<file path="src/rtl/pm_state_ctrl_pkg.sv">
package pm_state_ctrl_pkg;

  typedef enum logic [1:0] {
    ST_D0_UNINIT = 2'b00,
    ST_D0_ACTIVE = 2'b01,
    ST_D3_HOT    = 2'b10,
    ST_D3_COLD   = 2'b11
  } pm_state_e;

  localparam logic [1:0] PS_FIELD_D0 = 2'b00;
  localparam logic [1:0] PS_FIELD_D3 = 2'b11;

  function automatic logic in_d3(input pm_state_e s);
    return (s == ST_D3_HOT) || (s == ST_D3_COLD);
  endfunction

endpackage

</file>
<file path="src/rtl/pm_port_fsm.sv">
module pm_port_fsm
  import pm_state_ctrl_pkg::*;
#(
  parameter int RECOV_CYC   = 8,
  parameter bit NO_SOFT_RST = 1'b1
) (
  input  logic       clk,
  input  logic       rst_n,
  input  logic       wr_pm,
  input  logic       wr_cmd,
  input  logic [2:0] wr_data,
  input  logic       main_pwr_good,
  input  logic       link_reset,
  output pm_state_e  state,
  output logic [1:0] ps_field,
  output logic       busy,
  output logic       ctx_reset
);

  localparam int CW = $clog2(RECOV_CYC + 1);

  logic [CW-1:0] recov_cnt;

  assign busy = (recov_cnt != '0);

  always_ff @(posedge clk or negedge rst_n) begin
    if (!rst_n) begin
      state     <= ST_D0_UNINIT;
      ps_field  <= PS_FIELD_D0;
      recov_cnt <= '0;
      ctx_reset <= 1'b0;
    end else begin
      ctx_reset <= 1'b0;
      if (link_reset) begin
        // link reached L2/L3 Ready: full reset, soft-reset bit has no say
        state     <= ST_D0_UNINIT;
        ps_field  <= PS_FIELD_D0;
        recov_cnt <= '0;
        ctx_reset <= 1'b1;
      end else if (state == ST_D3_COLD) begin
        // writes are dropped here; only power return leaves this state
        if (main_pwr_good) begin
          state     <= ST_D0_UNINIT;
          ps_field  <= PS_FIELD_D0;
          ctx_reset <= 1'b1;
        end
      end else if (state == ST_D3_HOT && !main_pwr_good) begin
        state     <= ST_D3_COLD;
        recov_cnt <= '0;
      end else if (busy) begin
        recov_cnt <= recov_cnt - 1'b1;
        if (recov_cnt == CW'(1)) begin
          if (NO_SOFT_RST) begin
            state <= ST_D0_ACTIVE;
          end else begin
            state     <= ST_D0_UNINIT;
            ctx_reset <= 1'b1;
          end
        end
      end else begin
        if (wr_pm) begin
          if (wr_data[1:0] == PS_FIELD_D0 && state == ST_D3_HOT) begin
            ps_field  <= PS_FIELD_D0;
            recov_cnt <= CW'(RECOV_CYC);
          end else if (wr_data[1:0] == PS_FIELD_D3 && state != ST_D3_HOT) begin
            ps_field <= PS_FIELD_D3;
            state    <= ST_D3_HOT;
          end
        end
        if (wr_cmd && state == ST_D0_UNINIT && (|wr_data)) begin
          state <= ST_D0_ACTIVE;
        end
      end
    end
  end

endmodule

</file>
<file path="src/rtl/pm_eff_merge.sv">
module pm_eff_merge
  import pm_state_ctrl_pkg::*;
#(
  parameter int NUM_PORTS = 4
) (
  input  pm_state_e             own_state [NUM_PORTS],
  output logic [2*NUM_PORTS-1:0] eff_flat,
  output logic [NUM_PORTS-1:0]   l1_ok
);

  pm_state_e eff [NUM_PORTS];

  generate
    for (genvar i = 0; i < NUM_PORTS; i++) begin : g_port
      if (i == 0) begin : g_up
        assign eff[i] = own_state[0];
      end else begin : g_down
        // the upstream bridge governs the whole device while it sleeps
        assign eff[i] = in_d3(own_state[0]) ? own_state[0] : own_state[i];
      end
      assign eff_flat[2*i +: 2] = eff[i];
      assign l1_ok[i]           = (eff[i] == ST_D3_HOT);
    end
  endgenerate

endmodule

</file>
<file path="src/rtl/pm_wake_gen.sv">
module pm_wake_gen #(
  parameter int NUM_PORTS = 4
) (
  input  logic                   clk,
  input  logic                   rst_n,
  input  logic                   aux_pwr_ok,
  input  logic [NUM_PORTS-1:0]   pme_event,
  input  logic [2*NUM_PORTS-1:0] eff_flat,
  output logic [NUM_PORTS-1:0]   beacon_req,
  output logic                   wake_n
);

  logic [NUM_PORTS-1:0] want;

  generate
    for (genvar i = 0; i < NUM_PORTS; i++) begin : g_want
      // high bit of the state code marks both D3 flavours
      assign want[i] = pme_event[i] && eff_flat[2*i+1] && aux_pwr_ok;
    end
  endgenerate

  always_ff @(posedge clk or negedge rst_n) begin
    if (!rst_n) begin
      beacon_req <= '0;
      wake_n     <= 1'b1;
    end else begin
      beacon_req <= want;
      wake_n     <= ~(|want);
    end
  end

endmodule

</file>
<file path="src/rtl/pm_state_ctrl.sv">
module pm_state_ctrl
  import pm_state_ctrl_pkg::*;
#(
  parameter int NUM_PORTS   = 4,
  parameter int RECOV_CYC   = 8,
  parameter bit NO_SOFT_RST = 1'b1,
  localparam int PW = (NUM_PORTS > 1) ? $clog2(NUM_PORTS) : 1
) (
  input  logic                   clk,
  input  logic                   rst_n,
  input  logic                   cfg_wr_valid,
  output logic                   cfg_wr_ready,
  input  logic [PW-1:0]          cfg_wr_port,
  input  logic                   cfg_wr_sel,
  input  logic [2:0]             cfg_wr_data,
  input  logic                   main_pwr_good,
  input  logic                   aux_pwr_ok,
  input  logic [NUM_PORTS-1:0]   link_l23_ready,
  input  logic [NUM_PORTS-1:0]   pme_event,
  output logic [2*NUM_PORTS-1:0] eff_state,
  output logic [2*NUM_PORTS-1:0] pmcsr_ps,
  output logic [NUM_PORTS-1:0]   l1_allowed,
  output logic [NUM_PORTS-1:0]   ctx_reset,
  output logic [NUM_PORTS-1:0]   beacon_req,
  output logic                   wake_n
);

  pm_state_e            own_state [NUM_PORTS];
  logic [NUM_PORTS-1:0] busy;
  logic [NUM_PORTS-1:0] hit;
  logic                 take;

  always_comb begin
    cfg_wr_ready = 1'b1;
    for (int i = 0; i < NUM_PORTS; i++) begin
      if (cfg_wr_port == PW'(i) && busy[i]) cfg_wr_ready = 1'b0;
    end
  end

  assign take = cfg_wr_valid && cfg_wr_ready;

  generate
    for (genvar i = 0; i < NUM_PORTS; i++) begin : g_fsm
      assign hit[i] = take && (cfg_wr_port == PW'(i));

      pm_port_fsm #(
        .RECOV_CYC  (RECOV_CYC),
        .NO_SOFT_RST(NO_SOFT_RST)
      ) u_fsm (
        .clk          (clk),
        .rst_n        (rst_n),
        .wr_pm        (hit[i] && cfg_wr_sel),
        .wr_cmd       (hit[i] && !cfg_wr_sel),
        .wr_data      (cfg_wr_data),
        .main_pwr_good(main_pwr_good),
        .link_reset   (link_l23_ready[i] || link_l23_ready[0]),
        .state        (own_state[i]),
        .ps_field     (pmcsr_ps[2*i +: 2]),
        .busy         (busy[i]),
        .ctx_reset    (ctx_reset[i])
      );
    end
  endgenerate

  pm_eff_merge #(.NUM_PORTS(NUM_PORTS)) u_merge (
    .own_state(own_state),
    .eff_flat (eff_state),
    .l1_ok    (l1_allowed)
  );

  pm_wake_gen #(.NUM_PORTS(NUM_PORTS)) u_wake (
    .clk       (clk),
    .rst_n     (rst_n),
    .aux_pwr_ok(aux_pwr_ok),
    .pme_event (pme_event),
    .eff_flat  (eff_state),
    .beacon_req(beacon_req),
    .wake_n    (wake_n)
  );

endmodule

</file>
<file path="config.mk">
export PLATFORM = sky130hd
export DESIGN_NAME = pm_state_ctrl
export DESIGN_NICKNAME = d
export VERILOG_FILES = /design/src/rtl/pm_state_ctrl_pkg.sv /design/src/rtl/pm_port_fsm.sv /design/src/rtl/pm_eff_merge.sv /design/src/rtl/pm_wake_gen.sv /design/src/rtl/pm_state_ctrl.sv
export SDC_FILE = /design/constraint.sdc
export NUM_CORES = 1
export LEC_CHECK = 0
export ABC_CLOCK_PERIOD_IN_PS = 2480
export BUFFER_PORTS_ARGS = -buffer_cell sky130_fd_sc_hd__buf_2
export CAP_MARGIN = 10
export CELL_PAD_IN_SITES_DETAIL_PLACEMENT = 0
export CELL_PAD_IN_SITES_GLOBAL_PLACEMENT = 2
export CORE_MARGIN = 2
export CORE_UTILIZATION = 33
export DETAILED_ROUTE_END_ITERATION = 7
export GPL_ROUTABILITY_DRIVEN = 0
export GPL_TIMING_DRIVEN = 0
export PLACE_DENSITY_LB_ADDON = 0.1
export RECOVER_POWER = 100
export SYNTH_ARGS = -nofsm -noshare
export SYNTH_HDL_FRONTEND = slang
export SYNTH_SLANG_ARGS = --single-unit
</file>
<file path="constraint.sdc">
create_clock -name clk -period 2.48 [get_ports clk]
set_input_delay 0.744 -clock clk [delete_from_list [all_inputs] [get_ports clk]]
set_output_delay 0.744 -clock clk [all_outputs]
set_load 0.01 [all_outputs]
</file>
# == Yosys cells after proc, flatten, opt, wreduce, memory -nomap -nowiden ==
# Cells that the tools add are included.
# word_totals
ff_bits,41
word_cells,274
in_bits,19
# op_classes
reduce_logical,99
n_mux,105
addsub,4
bitwise,1
n_eq_ne,47
# op_table
cell,n
2-bit two-way mux,68
4-bit two-way mux,24
4-bit nonzero test,16
6-bit nonzero test,8
1-bit logical AND,45
5-bit AND reduction,8
2-bit == test (second input constant),14
3-bit by 2-bit inequality test with 1-bit output (second input constant),7
6-bit by 2-bit inequality test with 1-bit output (second input constant),3
4-bit by 1-bit == test with 1-bit output (second input constant),4
4-bit by 1-bit subtractor with 4-bit output (second input constant),4
5-bit by 4-bit inequality test with 1-bit output (second input constant),3
1-bit two-way mux,13
2-bit zero test,6
3-bit AND reduction,4
3-bit nonzero test,4
2-bit inequality test (second input constant),5
3-bit by 1-bit inequality test with 1-bit output (second input constant),3
2-bit by 1-bit inequality test with 1-bit output (second input constant),3
3-bit inequality test (second input constant),2
6-bit by 3-bit inequality test with 1-bit output (second input constant),1
5-bit inequality test (second input constant),1
1-bit logical OR,4
4-bit OR reduction,1
4 further kinds,5

# == Depth between registers and ports, before layout ==
# logic_depth
word_depth,16
depth_mapped,7
ltp_nobuf,7

# == Modules after synthesis ==
# Synthesis repeated with hierarchy kept, for this count alone.
# unflattened
hier_cells,294
hier_area_um2,2483.6
# by_module_without_submodules
module,n_inst,seq_area_each_um2,area_each_um2,cells_per_inst
pm_port_fsm,4,200.2,520.5,62
pm_wake_gen,1,126.4,172.7,10
pm_state_ctrl,1,0.0,125.1,19
pm_eff_merge,1,0.0,103.8,17

# == Worst setup path after synthesis ==
# No wires, ideal clock.
# synth_timing
kind,input to output
start,in cfg_wr_port[0]
end,out cfg_wr_ready
arrival_ns,1.462
path_stages,2
path_slack_ns,0.274
path_buffers,1
path_cell_list,buf_2 mux4_2
# synth_between
elab_chain_len,6
elab_cells_between_ends,12
# synth_rtl
element,line,rtl
"start, declared",pm_state_ctrl.sv:13,"input logic [PW-1:0] cfg_wr_port,"
2-bit zero test,pm_state_ctrl.sv:36,if (cfg_wr_port == PW'(i) && busy[i]) cfg_wr_ready = 1'b0;
1-bit logical AND,pm_state_ctrl.sv:36,
1-bit two-way mux (3 in a row),pm_state_ctrl.sv:36,
1-bit two-way mux *,pm_state_ctrl.sv:36,
"end, declared",pm_state_ctrl.sv:12,"output logic cfg_wr_ready,"
# Every way passes the cells marked *; elsewhere a longest branch is shown, timed or not.

# == Worst setup path after layout ==
# layout_timing
start,reg g_fsm[0].u_fsm.recov_cnt[0]
end,out cfg_wr_ready
# layout_between
elab_chain_len,6
# layout_rtl
element,line,rtl
"start, declared",pm_port_fsm.sv:22,logic [CW-1:0] recov_cnt;
"start signal, assigned",pm_port_fsm.sv:51,recov_cnt <= recov_cnt - 1'b1;
"start signal, assigned",pm_port_fsm.sv:64,recov_cnt <= CW'(RECOV_CYC);
4-bit nonzero test,pm_port_fsm.sv:24,assign busy = (recov_cnt != '0);
1-bit logical AND,pm_state_ctrl.sv:36,
1-bit two-way mux (4 in a row),pm_state_ctrl.sv:36,
# Every way passes these cells.

==> results.txt <==
Worst hold slack: 0.524 ns
DR iter-0 viols: 89
Worst slew margin: 36.7%
Setup ws final: 0.0370 ns
Post-DP HPWL: 5490 µm
Most common cell after layout, fill and taps aside: clkbuf_1
GRT overflow: 0
Clock network fraction of total power: 17.0%
Clock transition at the registers of the reported paths: 0.07 ns
Synth Register Bits: 37
Worst hold path class: flop to flop
Die H: 91.9 µm
Net count reported at finish: 384
TritonCTS Buffers: 5
Max cap viols: 0
Dpl ws: -0.0893 ns
Mean Syn Cell Area: 8.45 µm²
Reg2Reg Depth: 5
Worst EP required: 1.74 ns
Non-Filler Instances: 464
Final Skew: 0.00647 ns
Final hold violation count: 0
IO buf count: 47
CP max FO: 8
Fin. max-slew vios: 0
Largest net degree at the start of global routing: 38
CORE AREA: 0.00761 mm²
Hold-fix buffer count after cts: 0
Share of layout cells above drive strength 1: 18.5%
Boundary Pins: 49
WP data arrival: 1.70 ns
Antenna Diode Count: 0
Min Tclk post-route: 2.44 ns
P_int: 0.00155 W
Routed length per instance: 15.8 µm
EDFF count, synth: 0
Initial Util: 33.5%
Power share of the sequential group: 31.4%
CTS Sinks: 37
Cell taking the most area after synthesis: dfrtp_1
RSZ-0062 raised after global routing: true
WL final: 7320 µm
Total power: 0.00264 W
Run status: finished clean
Pre-antenna DRT Iters: 4
Root Driver: clkbuf_8
Vias in the first global route: 2380
Initial antenna violation count: 0
Tcrit/Tclk final: 98.5%
Area growth syn-to-layout: 19.8%
Logic pwr share: 51.6%
TritonCTS clock tree: done
Clk buf depth: 2
Clk_lat worst skew: 0.29 ns
Crit. End Element: output pin
DRC viols: 0
Total Routing Usage GR: 18.0%
Top FF cell, synth: dfrtp_1
Core Rows: 32
Slew @ Worst Pin: 0.949 ns
Switching Share: 41.4%
PD cells: 863 mW/mm²
Core Util, Final: 40.2%
First-pass GRT wire length: 12000 µm
CP Launch Type: flop
Synthesized area: 0.00255 mm²
Ys Warns: 0
Commonest cells after routing, fill and taps aside: clkbuf_1 (37), dfrtp_1 (35), nor2_1 (29)
Area contributors post-synth: dfrtp_1 (35%), o21ai_0 (4.5%), nor2_1 (4.3%)
Drt via density: 5.38
Post-synthesis sequential area ratio: 36.3%
Die area: 0.00845 mm²
H-tree depth: 2
Max rail drop VDD: 397 µV
Dpl cells: 451
Worst hold path cell count: 2
Syn Inst Count: 302
Psw: 0.00109 W
Critical path class: flop to output pin
Syn_nets: 325
Die W: 91.9 µm
Pleak: 1.30 nW
Fmax: 0.409 GHz
Final setup viols: 0
Synth unique cells: 66
Post-synth ARST share: 100%
Yosys top cell area share: 35.3%
Via count: 2494
Antenna Violating Nets Remaining: 0
## power by group through the flow
stage	registers, W	clock network [W]	logic (W)
2_1_floorplan	0.000835	0	0.000852
3_3_place_gp	0.000857	0	0.00123
3_5_place_dp	0.000854	0	0.00123
4_1_cts	0.000828	0.000469	0.00133
5_1_grt	0.000849	0.000486	0.00152
6_report	0.000830	0.000448	0.00136
## synthesized netlist by cell type (4+ instances only)
| master | number |
|---|---|
| a21oi_1 | 14 |
| nor2_1 | 29 |
| dfrtp_1 | 36 |
| buf_4 | 8 |
| o31ai_1 | 7 |
| o21ai_0 | 23 |
| nor2b_1 | 7 |
| ha_1 | 4 |
| nor4_1 | 8 |
| nor3_1 | 10 |
| or2_2 | 5 |
| and3_1 | 6 |
| nand4b_1 | 4 |
| clkbuf_1 | 9 |
| inv_1 | 14 |
| nand3_1 | 11 |
| nand2b_1 | 9 |
| nand2_1 | 23 |
| o22ai_1 | 4 |
## worst paths after layout
path / slack, ns / from / end
max: 0.04 / g_fsm[0].u_fsm.recov_cnt[0]$_DFFE_PN0P_ / cfg_wr_ready
min: 0.52 / g_fsm[3].u_fsm.recov_cnt[1]$_DFFE_PN0P_ / g_fsm[3].u_fsm.recov_cnt[1]$_DFFE_PN0P_
max reg2reg: 0.50 / g_fsm[3].u_fsm.state[0]$_DFFE_PN0P_ / g_fsm[3].u_fsm.recov_cnt[3]$_DFFE_PN0P_
min reg2reg: 0.52 / g_fsm[3].u_fsm.recov_cnt[1]$_DFFE_PN0P_ / g_fsm[3].u_fsm.recov_cnt[1]$_DFFE_PN0P_
max in group asynchronous: 1.24 / rst_n / g_fsm[0].u_fsm.recov_cnt[2]$_DFFE_PN0P_
min in group asynchronous: 0.58 / rst_n / g_fsm[1].u_fsm.recov_cnt[1]$_DFFE_PN0P_
## stage by stage
stage / area [µm²] / setup TNS [ns]
final: 3060 / 0
after global routing: 3060 / -0.0191
after CTS: 3070 / 0
after detailed placement: 2910 / -0.0893
after global placement: 2910 / -0.0916
after floorplan: 2550 / 0
## what timing repair did
| action | in CTS | in global routing |
|---|---|---|
| pin swaps | 0 | 2 |
| endpoints found under the setup margin | 7 | 3 |
| setup buffers | 3 | 3 |
| gates resized for setup | 15 | 7 |
## state kept, by name, summed over array words and instances, names as in the netlist
name and flops:
g_fsm.u_fsm.recov_cnt 16, g_fsm.u_fsm.state 8, g_fsm.u_fsm.ps_field 4, u_wake.wake_n 1, g_fsm.u_fsm.ctx_reset 4, u_wake.beacon_req 4
## logic make-up (layout without fill, tap and decap cells)
logic type | after synthesis | after routing | synth area share, %
buffers and inverters | 35 | 95 | 6.72
AND/OR/NAND/NOR | 128 | 128 | 26.5
multiplexers | 4 | 4 | 2.11
AO/OA/AOI/OAI | 94 | 94 | 26.4
flip-flops | 37 | 37 | 36.3
adder cells (fa/ha/maj) | 4 | 4 | 1.96
## metal layers
metal | part of all wire (%) | GRT usage, % | up-vias
met5 | 0 | 0 | -
met4 | 0.83 | 3.73 | 0
met3 | 4.1 | 3.20 | 7
met2 | 48 | 30.6 | 56
met1 | 48 | 24.0 | 1196
li1 | - | - | 1235
## critical path, stage by stage, from the launching register on
cell	delay (ns)
dfrtp_1	0.36
inv_1	0.07
ha_4	0.18
and2_4	0.17
mux4_2	0.48
buf_6	0.14
## cell type report
type	instances	area (µm²)
fillers	832	4550
multi-input cells	230	1490
flip-flops and latches	37	928
repair buffers	53	253
well taps	102	128
plain buffers	20	119
clock buffers	8	90.1
inverters	14	52.6
Note: power is estimated with default switching activity, not from simulation.
